--- src/rtl/bru_pkg.sv ---
package bru_pkg;
  parameter int PC_W       = 24;
  parameter int OFS_W      = 16;
  parameter int DISP_W     = 8;
  parameter int PAGE_SHIFT = 8;
  parameter int CYC_W      = 2;
  parameter int STEP       = 2;
  localparam int BANK_W    = PC_W - OFS_W;
  localparam int PAGE_W    = OFS_W - PAGE_SHIFT;

  typedef struct packed {
    logic capture;
    logic hold;
  } bruStrobes_t;
endpackage

--- src/rtl/bru_ctrl.sv ---
module bru_ctrl
  import bru_pkg::*;
(
  input  logic        clk,
  input  logic        rstN,
  input  logic        reqValid,
  output bruStrobes_t strobes,
  output logic        outValid
);
  always_comb begin
    strobes.capture = reqValid;
    strobes.hold    = !reqValid;
  end

  always_ff @(posedge clk) begin
    if (!rstN) outValid <= 1'b0;
    else       outValid <= reqValid;
  end
endmodule

--- src/rtl/bru_datapath.sv ---
module bru_datapath
  import bru_pkg::*;
(
  input  logic              clk,
  input  logic              rstN,
  input  bruStrobes_t       strobes,
  input  logic [PC_W-1:0]   pcIn,
  input  logic [DISP_W-1:0] dispIn,
  input  logic              condTrue,
  input  logic              emuMode,
  output logic [PC_W-1:0]   nextPc,
  output logic [CYC_W-1:0]  extraCycles
);
  logic [BANK_W-1:0] bank;
  logic [OFS_W-1:0]  seqOfs;
  logic [OFS_W-1:0]  dispExt;
  logic [OFS_W-1:0]  tgtOfs;
  logic              pageCross;
  logic [CYC_W-1:0]  cycNext;

  // sign extension of the displacement to the offset width
  generate
    if (OFS_W > DISP_W) begin : g_sext
      assign dispExt = {{(OFS_W-DISP_W){dispIn[DISP_W-1]}}, dispIn};
    end else begin : g_nosext
      assign dispExt = dispIn[OFS_W-1:0];
    end
  endgenerate

  always_comb begin
    bank      = pcIn[PC_W-1:OFS_W];
    seqOfs    = pcIn[OFS_W-1:0] + OFS_W'(STEP);
    tgtOfs    = condTrue ? (seqOfs + dispExt) : seqOfs;
    pageCross = seqOfs[OFS_W-1:PAGE_SHIFT] != tgtOfs[OFS_W-1:PAGE_SHIFT];
    if (!condTrue)                 cycNext = CYC_W'(0);
    else if (emuMode && pageCross) cycNext = CYC_W'(2);
    else                           cycNext = CYC_W'(1);
  end

  always_ff @(posedge clk) begin
    if (!rstN) begin
      nextPc      <= '0;
      extraCycles <= '0;
    end else if (strobes.capture && !strobes.hold) begin
      nextPc      <= {bank, tgtOfs};
      extraCycles <= cycNext;
    end
  end
endmodule

--- src/rtl/rel_branch_unit.sv ---
module rel_branch_unit
  import bru_pkg::*;
(
  input  logic              clk,
  input  logic              rstN,
  input  logic              reqValid,
  input  logic [PC_W-1:0]   pc,
  input  logic [DISP_W-1:0] disp,
  input  logic              condTrue,
  input  logic              emuMode,
  output logic              outValid,
  output logic [PC_W-1:0]   nextPc,
  output logic [CYC_W-1:0]  extraCycles
);
  bruStrobes_t strobes;

  bru_ctrl u_ctrl (
    .clk      (clk),
    .rstN     (rstN),
    .reqValid (reqValid),
    .strobes  (strobes),
    .outValid (outValid)
  );

  bru_datapath u_dp (
    .clk         (clk),
    .rstN        (rstN),
    .strobes     (strobes),
    .pcIn        (pc),
    .dispIn      (disp),
    .condTrue    (condTrue),
    .emuMode     (emuMode),
    .nextPc      (nextPc),
    .extraCycles (extraCycles)
  );
endmodule

--- config.mk ---
export PLATFORM = sky130hd
export DESIGN_NAME = rel_branch_unit
export DESIGN_NICKNAME = d
export VERILOG_FILES = /design/src/rtl/bru_pkg.sv /design/src/rtl/bru_ctrl.sv /design/src/rtl/bru_datapath.sv /design/src/rtl/rel_branch_unit.sv
export SDC_FILE = /design/constraint.sdc
export NUM_CORES = 1
export LEC_CHECK = 0
export ABC_CLOCK_PERIOD_IN_PS = 4240
export BUFFER_PORTS_ARGS = -buffer_cell sky130_fd_sc_hd__buf_4
export CORE_ASPECT_RATIO = 1.25
export CORE_MARGIN = 2
export CORE_UTILIZATION = 25
export CTS_CLUSTER_SIZE = 28
export DETAILED_ROUTE_END_ITERATION = 10
export PLACE_DENSITY_LB_ADDON = 0.1
export SYNTH_ARGS = -nofsm -noshare
export SYNTH_HDL_FRONTEND = slang
export SYNTH_HIERARCHICAL = 1
export SYNTH_SLANG_ARGS = --single-unit
--- constraint.sdc ---
create_clock -name clk -period 4.24 [get_ports clk]
set_input_delay 0.848 -clock clk [delete_from_list [all_inputs] [get_ports clk]]
set_output_delay 0.848 -clock clk [all_outputs]
set_load 0.005 [all_outputs]
# Yosys cells after proc, flatten, opt, wreduce, memory -nomap -nowiden
# Cells that the tools add are included.
[classes] addsub=2 eq_ne=1 n_mux=3 n_reduce_logical=1
[ops] op="$add A16 B16 Y16" n=1
[ops] op="$add A16 B2 Y16 const B" n=1
[ops] op="$mux W16" n=1
[ops] op="$ne A8 B8 Y1" n=1
[ops] op="$mux W2" n=2
[ops] op="$logic_and A1 B1 Y1" n=1
[word_totals] register_bits=27 input_bits=37 output_inout_bits=27

# Longest topological paths before layout
# Gate-level depths: netlist of run 1.
[depth] depth_word=7 mapped_depth=15 ltp_nobuf=14

# By module
# Netlist of run 1, hierarchy kept.
[modules_own_cells] module="bru_datapath" n_inst=1 cells_per_inst=296 area_per_inst_um2=2277.2 seq_area_each_um2=520.5
[modules_own_cells] module="bru_ctrl" n_inst=1 cells_per_inst=4 area_per_inst_um2=37.5 seq_area_each_um2=20.0

# Worst setup path after synthesis of run 1
# OpenSTA, ideal clock, no wires.
[synth_path] kind="in2reg" start="input pc[1]" end="register u_dp.extraCycles[1]" arrival_time_ps=3450 path_slack_ps=676 cell_stages=15 path_buffers=1 path_cell_list="ha_1 nand3_1 nor2_1 xnor2_1 inv_1 ha_1 buf_4 nand2_1 or3_1 o2111a_1 o221a_1 xnor2_2 o211a_1 o21ai_1 a21o_1"
[synth_between] elab_chain_cells=7
[synth_rtl] element="start: declaration" line_no="rel_branch_unit.sv:7" rtl="input logic [PC_W-1:0] pc,"
[synth_rtl] element="$add A16 B2 Y16 (*)" line_no="bru_datapath.sv:32" rtl="seqOfs = pcIn[OFS_W-1:0] + OFS_W'(STEP);"
[synth_rtl] element="$add A16 B16 Y16" line_no="bru_datapath.sv:33" rtl="tgtOfs = condTrue ? (seqOfs + dispExt) : seqOfs;"
[synth_rtl] element="$mux W16" line_no="bru_datapath.sv:33"
[synth_rtl] element="$ne A8 B8 Y1 (*)" line_no="bru_datapath.sv:34" rtl="pageCross = seqOfs[OFS_W-1:PAGE_SHIFT] != tgtOfs[OFS_W-1:PAGE_SHIFT];"
[synth_rtl] element="$logic_and A1 B1 Y1 (*)" line_no="bru_datapath.sv:36" rtl="else if (emuMode && pageCross) cycNext = CYC_W'(2);"
[synth_rtl] element="$mux W2 (*)" line_no="bru_datapath.sv:36"
[synth_rtl] element="$mux W2 (*)" line_no="bru_datapath.sv:35" rtl="if (!condTrue) cycNext = CYC_W'(0);"
[synth_rtl] element="end signal: assignment" line_no="bru_datapath.sv:46" rtl="extraCycles <= cycNext;"
[synth_rtl] element="end: declaration" line_no="bru_datapath.sv:12" rtl="output logic [CYC_W-1:0] extraCycles"
# Mark *: on every way between the ends. The rest lies on a longest branch, timed or not.
# A chain may end at the register's enable or synchronous reset.

# Worst setup path after layout of run 1
[layout_path] start="input pc[1]" end="register u_dp.extraCycles[0]"
# The elaborated chain is that of the path after synthesis.

==> results of run 1 <==
[final cells by class]
class                      instances  area share
sequential                        27       0.181
timing repair buffer              67       0.168
inverter                          12      0.0151
clock buffer                       4      0.0264
tap                              123      0.0516
multi-input combinational        246       0.557
[kinds of logic after synthesis]
family | count (synthesis) | share of synthesized area
flip-flops | 27 | 0.234
multiplexers | 2 | 0.00865
buffers and inverters | 27 | 0.0486
AND/OR/NAND/NOR | 105 | 0.223
adder cells (fa/ha/maj) | 18 | 0.101
XOR/XNOR | 30 | 0.129
AO/OA/AOI/OAI | 91 | 0.256
[metal layers]
layer / up-vias / track usage / routed length (µm)
met2: 48 / 0.242 / 3350
met1: 1023 / 0.183 / 3250
met5: - / 0 / 0
met3: 10 / 0.0135 / 198
li1: 1199 / - / -
met4: 0 / 0.0523 / 125
[cell usage in the layout, fill, tap and decap left out, types with 6 or more instances in the layout]
| cell | netlist | routed |
|---|---|---|
| a211oi_1 | 10 | 10 |
| a21o_1 | 6 | 6 |
| a21oi_1 | 32 | 32 |
| and3_1 | 8 | 8 |
| buf_4 | 3 | 67 |
| dfxtp_1 | 27 | 27 |
| ha_1 | 17 | 17 |
| inv_1 | 11 | 11 |
| nand2_1 | 28 | 28 |
| nand3_1 | 10 | 10 |
| nor2_1 | 31 | 31 |
| o21ai_0 | 12 | 12 |
| xnor2_1 | 16 | 16 |
| xor2_1 | 10 | 10 |
[worst paths after layout]
path / depth (start not counted) / startpoint / slack [ns] / endpoint
setup / recovery: 15 / pc[1] / 0.46 / u_dp/extraCycles[0]$_SDFFE_PN0P_
hold / removal: 2 / u_dp/nextPc[17]$_SDFFE_PN0P_ / 0.45 / u_dp/nextPc[17]$_SDFFE_PN0P_
setup reg to reg: 3 / u_dp/extraCycles[1]$_SDFFE_PN0P_ / 3.51 / u_dp/extraCycles[1]$_SDFFE_PN0P_
hold reg to reg: 2 / u_dp/nextPc[17]$_SDFFE_PN0P_ / 0.45 / u_dp/nextPc[17]$_SDFFE_PN0P_
[sequential cells by signal, summed over array words and instances (netlist names)]
name              count
u_dp/nextPc          24
u_ctrl/outValid       1
u_dp/extraCycles      2
[tightest hold or removal path: stages (launching register included)]
cell and delay [ns]:
dfxtp_1 0.31, nand2_1 0.05, a21oi_1 0.05
[power groups by stage]
| stage | Combinational, mW | Clock [mW] | Sequential, mW |
|---|---|---|---|
| floorplan | 0.206 | 0 | 0.284 |
| global placement | 0.316 | 0 | 0.283 |
| detailed placement | 0.315 | 0 | 0.283 |
| CTS | 0.316 | 0.224 | 0.277 |
| global route | 0.350 | 0.233 | 0.279 |
| finish | 0.314 | 0.213 | 0.277 |
[per-stage QoR]
| step | std cells | setup slack [ns] | hold slack, ns | cell area, µm² |
|---|---|---|---|---|
| 6_report | 479 | 0.460 | 0.454 | 2990 |
| 5_1_grt | 479 | 0.0638 | 0.482 | 2990 |
| 4_1_cts | 479 | 0.433 | 0.455 | 2990 |
| 3_5_place_dp | 475 | 0.159 | 0.446 | 2910 |
| 3_3_place_gp | 475 | 0.219 | 0.444 | 2910 |
| 2_1_floorplan | 300 | 0.676 | 0.448 | 2310 |
==> metrics.txt, run 1 <==
status=finished clean; number of I/O port buffers=63; Setup Fix Bufs, Post-CTS=0; CP max stage delay=0.48 ns; cell family with most CP delay=compound AO/OA/AOI/OAI gates; vias in the first global route=2303; post-cts resize count=0; area of the multi-input gates=roughly 1700 µm²; area delta synth->final=29.0%; Worst-Margin Slew=0.931 ns; Pint=0.543 mW; count of cell types in the netlist=56; GRT Resource Usage Total=0.141; dominant synthesized flop cell=dfxtp_1; DR pass1 iterations=4; hold-fix buffers at CTS=0; power density cells=269 nW/µm²; Slew Limit Fails=0; DR WL/cell=14.5 µm; startpoint types=primary input; Sw Pwr=0.261 mW; Detailed Route WL=6920 µm; count of buffer and inverter cells on the critical path=2; syn nets=355; most common cell in the synthesized netlist=a21oi_1; EDFF count, synth=0; largest net degree at the start of global routing=37; RSZ-0062 raised after global routing=false; setup TNS=0 ns; sequential power share=0.344; DR iter-0 viols=64; Final Util=0.329; post-synth top area share=0.234; top cells by area, synth=dfxtp_1 23%, ha_1 9.2%, a21oi_1 6.9%; Die W=90.1 µm; Clock Tree Root=clkbuf_16; die area=10000 µm²; clk_lat worst skew=0.26 ns; Core Region=9080 µm²; async set-reset flop share out of synthesis=0; slowest stage cell, crit path=ha_1; total number of vias=approximately 2300; Net Sw Frac=0.324; Post-synth top cells=32 x a21oi_1, 31 x nor2_1, 28 x nand2_1; cell taking the most area after synthesis=dfxtp_1; clk sinks=27; Clock H-tree levels=1; Tmin final=around 3.8 ns; Syn. warnings=6; # fillers=1014; HPWL Detailed=5590 µm; total power=0.804 mW; # diodes=0; post-synthesis sequential area ratio=0.234; Clock power frac=0.265; Worst Hold Class=flop to flop; Leak Pwr=approximately 1.3 nW; global-route wire length before repair=11700 µm; slew margin rel.=0.379; DR vias/cell=between 4 and 5; synthesized area=around 2300 µm²; CTS tree=done; peak supply drop=0.133 mV; num rows=39; Max-Cap Viols=0; combinational power share=0.391; Post-DRT Antenna Nets=0; CP arrival=3.97 ns; Reg area=about 540 µm²; crit end category=flop; Die H=112 µm; most used cell, CP=ha_1; FF+latch count, synth=27; clock buffer depth=2; Nets=412; gr ovfl total=0; Worst-path clk slew=around 0.07 ns; Setup Skew=0 ns; crit path cell chain=buf_4 > ha_1 > nand3_1 > nor2_1 > xnor2_1 > inv_1 > ha_1 > nand2_1 > or3_1 > o2111a_1 > o221a_1 > xnor2_2 > o211a_1 > nand4_1 > a21oi_1; IO Count=between 60 and 70; Max Fclk=265 MHz; Final setup viols=0; Req. time, crit path=about 4.4 ns; layout cells sized above 1=0.228; CP Class=primary input to flop; Cells after Synth=300; RD Place Congestion=0.892; final worst-path cycle share=0.892; antenna violations before repair=0; Residual DRC=0; Avg Inst Size Synth=7.72 µm²; TritonCTS Buffers=3; starting density of the core=0.255; crit-path max FO=11; Final Hold Vio Count=0
Note: power is estimated with default switching activity, not from simulation.
==> run 2, diff against run 1 <==
--- a/config.mk
+++ b/config.mk
@@ -13,6 +13,7 @@
 export CTS_CLUSTER_SIZE = 28
 export DETAILED_ROUTE_END_ITERATION = 10
 export PLACE_DENSITY_LB_ADDON = 0.1
+export RECOVER_POWER = 100
 export SYNTH_ARGS = -nofsm -noshare
 export SYNTH_HDL_FRONTEND = slang
 export SYNTH_HIERARCHICAL = 1
==> metrics.txt, run 2 (synthesis gave the netlist of run 1 again) <==
total number of vias=2281; startpoint types=primary input; largest net degree at the start of global routing=37; Residual DRC=0; RR Startpoint=u_dp/extraCycles[1]$_SDFFE_PN0P_; Final setup viols=0; post-cts resize count=0; DR pass1 iterations=4; slew margin rel.=0.378; hold depth=2; peak supply drop=0.133 mV; CP max stage delay=0.47 ns; Slew Limit Fails=0; Req. time, crit path=roughly 4.5 ns; GRT Resource Usage Total=0.141; # fillers=1020; RR Endpoint=u_dp/extraCycles[1]$_SDFFE_PN0P_; CTS tree=done; crit path cell chain=buf_4 > ha_1 > nand3_1 > nor2_1 > xnor2_1 > inv_1 > ha_1 > o21ai_0 > a21oi_1 > o31ai_1 > buf_4 > and4b_1 > o41ai_1 > nor4_2 > a311oi_1 > a21o_1; commonest non-fill, non-tap cell in the layout=buf_4; clk sinks=27; vias in the first global route=roughly 2300; clk_lat worst skew=0.26 ns; antenna violations before repair=0; Worst-Margin Slew=0.933 ns; cells on worst reg2reg path=3; starting density of the core=0.255; cell family with most CP delay=compound AO/OA/AOI/OAI gates; CP arrival=4.03 ns; # diodes=0; crit end category=flop; TritonCTS Buffers=3; setup TNS=0 ns; DR iter-0 viols=57; layout cells sized above 1=0.197; Detailed Route WL=6920 µm; DP Area=2910 µm²; Max-Cap Viols=0; Setup Fix Bufs, Post-CTS=0; max layer used=met4; HPWL Detailed=5590 µm; IO Count=64; RD Place Congestion=0.892; Worst-path clk slew=about 0.07 ns; Worst Hold Class=flop to flop; Top Registers=u_dp/nextPc (24), u_dp/extraCycles (2), u_ctrl/outValid (1); die area=10000 µm²; Die W=90.1 µm; most flop-heavy register=u_dp/nextPc; hold-fix buffers at CTS=0; most frequent cells in the layout=36 x buf_4, 33 x a21oi_1, 31 x nor2_1; hold_sp=u_dp/nextPc[17]$_SDFFE_PN0P_; DR WL/cell=14.4 µm; DR vias/cell=4.76; Clock Tree Root=clkbuf_16; global-route wire length before repair=11700 µm; count of buffer and inverter cells on the critical path=3; num rows=39; crit-path max FO=11; Post-DRT Antenna Nets=0; metal2 WL=3340 µm; Final Instance Area=2940 µm²; Setup Skew=0 ns; metal3 WL=201 µm; Min-Delay Endpoint=u_dp/nextPc[17]$_SDFFE_PN0P_; Core Region=9080 µm²; reg2reg setup slack=3.51 ns; Die H=112 µm; Max Fclk=~260 MHz; area delta synth->final=27.1%; CP Class=primary input to flop; max reg flops=24; final worst-path cycle share=0.900; Final Hold Vio Count=0; Leak Pwr=approximately 1.3 nW; number of I/O port buffers=63; status=finished clean; slowest stage cell, crit path=ha_1; gr ovfl total=0; Nets=about 410; clock buffer depth=2; Clock H-tree levels=1; RSZ-0062 raised after global routing=false; M1 WL=between 3000 and 4000 µm; Tmin final=3.82 ns; power density cells=about 270 nW/µm²
run 2: cell types whose count changed in the layout (fill, tap and decap cells not counted), sizes merged:
cell	previous run	this run
clkbuf	4	35
buf	67	36
run 2: cell type report:
class / count / area, µm² / share of cell area
Multi-Input combinational cell: 246 / 1650 / 0.561
Clock buffer: 4 / 78.8 / 0.0268
Sequential cell: 27 / 541 / 0.184
Inverter: 12 / 45.0 / 0.0153
Timing Repair Buffer: 67 / 473 / 0.161
Tap cell: 123 / 154 / 0.0523
run 2: how the worst max path moves through the flow:
stage	start	endpoint	slack, ns	cells past startpoint
global placement	pc[1]	u_dp/extraCycles[1]$_SDFFE_PN0P_	0.22	15
detailed placement	pc[1]	u_dp/extraCycles[1]$_SDFFE_PN0P_	0.16	16
global route	pc[1]	u_dp/extraCycles[1]$_SDFFE_PN0P_	0.06	15
finish	pc[1]	u_dp/extraCycles[1]$_SDFFE_PN0P_	0.42	16
floorplan	pc[1]	u_dp/extraCycles[1]$_SDFFE_PN0P_	0.68	15
CTS	pc[1]	u_dp/extraCycles[1]$_SDFFE_PN0P_	0.43	16
run 2: worst min-delay path: stages (launching register included):
cell,delay (ns)
dfxtp_1,0.31
nand2_1,0.05
a21oi_1,0.05
run 2: layer usage:
| metal | GRT usage | vias to the layer above |
|---|---|---|
| met2 | 0.242 | 50 |
| met4 | 0.0523 | 0 |
| met3 | 0.0135 | 10 |
| li1 | - | 1201 |
| met1 | 0.183 | 1020 |
| met5 | 0 | - |
run 2: metrics by stage:
step	hold slack [ns]	setup WS, ns	instances	power (mW)	util
floorplan	0.448	0.676	300	0.490	-
global placement	0.444	0.219	475	0.599	0.320
detailed placement	0.446	0.159	475	0.598	0.320
CTS	0.455	0.433	479	0.817	0.329
global route	0.480	0.0566	479	0.853	0.324
finish	0.452	0.422	479	0.796	0.324
run 2: report_power, final:
part,leakage (nW),switching (mW),total [mW],internal [mW]
logic,1.01,0.167,0.306,0.139
clock network,0.0382,0.0846,0.213,0.129
registers,0.222,0.00718,0.277,0.269
==> run 3, diff against run 2 <==
==> constraint.sdc (replaced) <==
create_clock -name clk -period 4.24 [get_ports clk]
set_input_delay 0.424 -clock clk [delete_from_list [all_inputs] [get_ports clk]]
set_output_delay 0.424 -clock clk [all_outputs]
set_load 0.005 [all_outputs]
==> metrics.txt, run 3 (synthesis gave the netlist of run 1 again) <==
status=finished clean; starting density of the core=0.255; post-placement cell count=472; die area=10000 µm²; RD Place Congestion=0.858; final worst-path cycle share=0.832; largest net degree at the start of global routing=37; Post-Layout Cell Count=476; global-route wire length before repair=11800 µm; DP Worst Slack=0.572 ns; Leak Pwr=1.26 nW; Req. time, crit path=around 4.5 ns; most flop-heavy register=u_dp/nextPc; Sw Pwr=approximately 0.27 mW; Tmin final=3.53 ns; slowest stage cell, crit path=ha_1; CP arrival=3.74 ns; Pint=0.535 mW; CTS tree=done; Clock Tree Root=clkbuf_16; crit-path max FO=11; Detailed Route WL=between 7000 and 8000 µm; Slew Limit Fails=0; slew margin rel.=0.379; Nets=409; IO Count=64; Die W=90.1 µm; number of I/O port buffers=63; Worst Hold Class=primary input to flop; DR WL/cell=14.9 µm; Die H=112 µm; clk_lat worst skew=0.26 ns; total number of vias=approximately 2300; Final Util=0.322; Worst-Margin Slew=around 0.93 ns; crit end category=flop; HPWL Detailed=5670 µm; RSZ-0062 raised after global routing=false; hold-fix buffers at CTS=0; power density cells=274 nW/µm²; sequential power share=0.345; Setup Skew=0 ns; post-route setup slack=0.714 ns; Net Sw Frac=0.334; gr ovfl total=0; vias in the first global route=2285; Post-DRT Antenna Nets=0; Max Fclk=284 MHz; reg2reg setup slack=3.53 ns; crit path cell chain=clkbuf_1 > ha_1 > nand3_1 > nor2_1 > xnor2_1 > inv_1 > ha_1 > o21ai_0 > a21oi_1 > a31oi_1 > and4b_1 > o41ai_1 > nor4_2 > a311oi_1 > a21o_1; Clock H-tree levels=1; most frequent cells in the layout=33 x buf_4, 33 x a21oi_1, 31 x nor2_1; GRT Resource Usage Total=0.144; CP max stage delay=0.47 ns; DR iter-0 viols=87; Core Region=9080 µm²; antenna violations before repair=0; post-cts resize count=0; DR pass1 iterations=4; num rows=39; CP Class=primary input to flop; combinational power share=0.381; TritonCTS Buffers=3; Final Hold Vio Count=0; clock buffer depth=2; Setup Fix Bufs, Post-CTS=0; layout cells sized above 1=0.195; area delta synth->final=26.4%; most used cell, CP=ha_1; Final setup viols=0; Top Registers=u_dp/nextPc (24), u_dp/extraCycles (2), u_ctrl/outValid (1); startpoint types=primary input; clk sinks=27; setup TNS=0 ns; Max-Cap Viols=0; peak supply drop=0.132 mV; # diodes=0; max reg flops=24; Residual DRC=0; Worst-path clk slew=0.07 ns; Clock power frac=0.275; DR vias/cell=4.88
run 3: cell types whose count changed in the layout (fill, tap and decap cells not counted), sizes merged:
cell and change:
clkinv +1, clkbuf -1, buf -3
run 3: final timing paths:
| path | startpoint | to | cells after the start |
|---|---|---|---|
| worst min register to register | u_dp/nextPc[23]$_SDFFE_PN0P_ | u_dp/nextPc[23]$_SDFFE_PN0P_ | 2 |
| worst max register to register | u_dp/nextPc[7]$_SDFFE_PN0P_ | u_dp/nextPc[7]$_SDFFE_PN0P_ | 2 |
| worst max-delay path | pc[1] | u_dp/extraCycles[1]$_SDFFE_PN0P_ | 15 |
| worst min-delay path | pc[21] | u_dp/nextPc[21]$_SDFFE_PN0P_ | 3 |
run 3: metal layers:
metal,track usage,wire length (µm)
met5,0,0
met4,0.0574,120
met3,0.00947,174
met2,0.248,3400
met1,0.188,3410
run 3: critical path, delay by kind of cell:
family / cells / cell delay (ns)
xor+xnor: 1 / 0.27
fa+ha+maj: 2 / 0.74
buf+inv: 2 / 0.26
compound gates: 6 / 1.35
simple gates: 4 / 0.70
run 3: area by class of cell:
cell class,count,area [µm²]
clock inverter,1,5.00
fill,1019,6150
timing repair buffer,64,454
inverter,12,45.0
clock buffer,3,75.1
tap,123,154
multi-input combinational,246,1650
sequential,27,541
run 3: power groups by stage:
stage | registers (mW) | clock network, mW | logic, mW
after floorplan | 0.284 | 0 | 0.206
after global placement | 0.283 | 0 | 0.315
after detailed placement | 0.283 | 0 | 0.313
after CTS | 0.277 | 0.230 | 0.315
after global routing | 0.279 | 0.239 | 0.344
final | 0.277 | 0.221 | 0.306
run 3: stage by stage:
step,total power [mW],instance area [µm²],hold slack (ns)
final,0.803,2930,0.397
after global routing,0.862,2930,0.400
after CTS,0.822,2960,0.381
after detailed placement,0.596,2880,0.450
after global placement,0.597,2880,0.443
after floorplan,0.490,2310,0.448
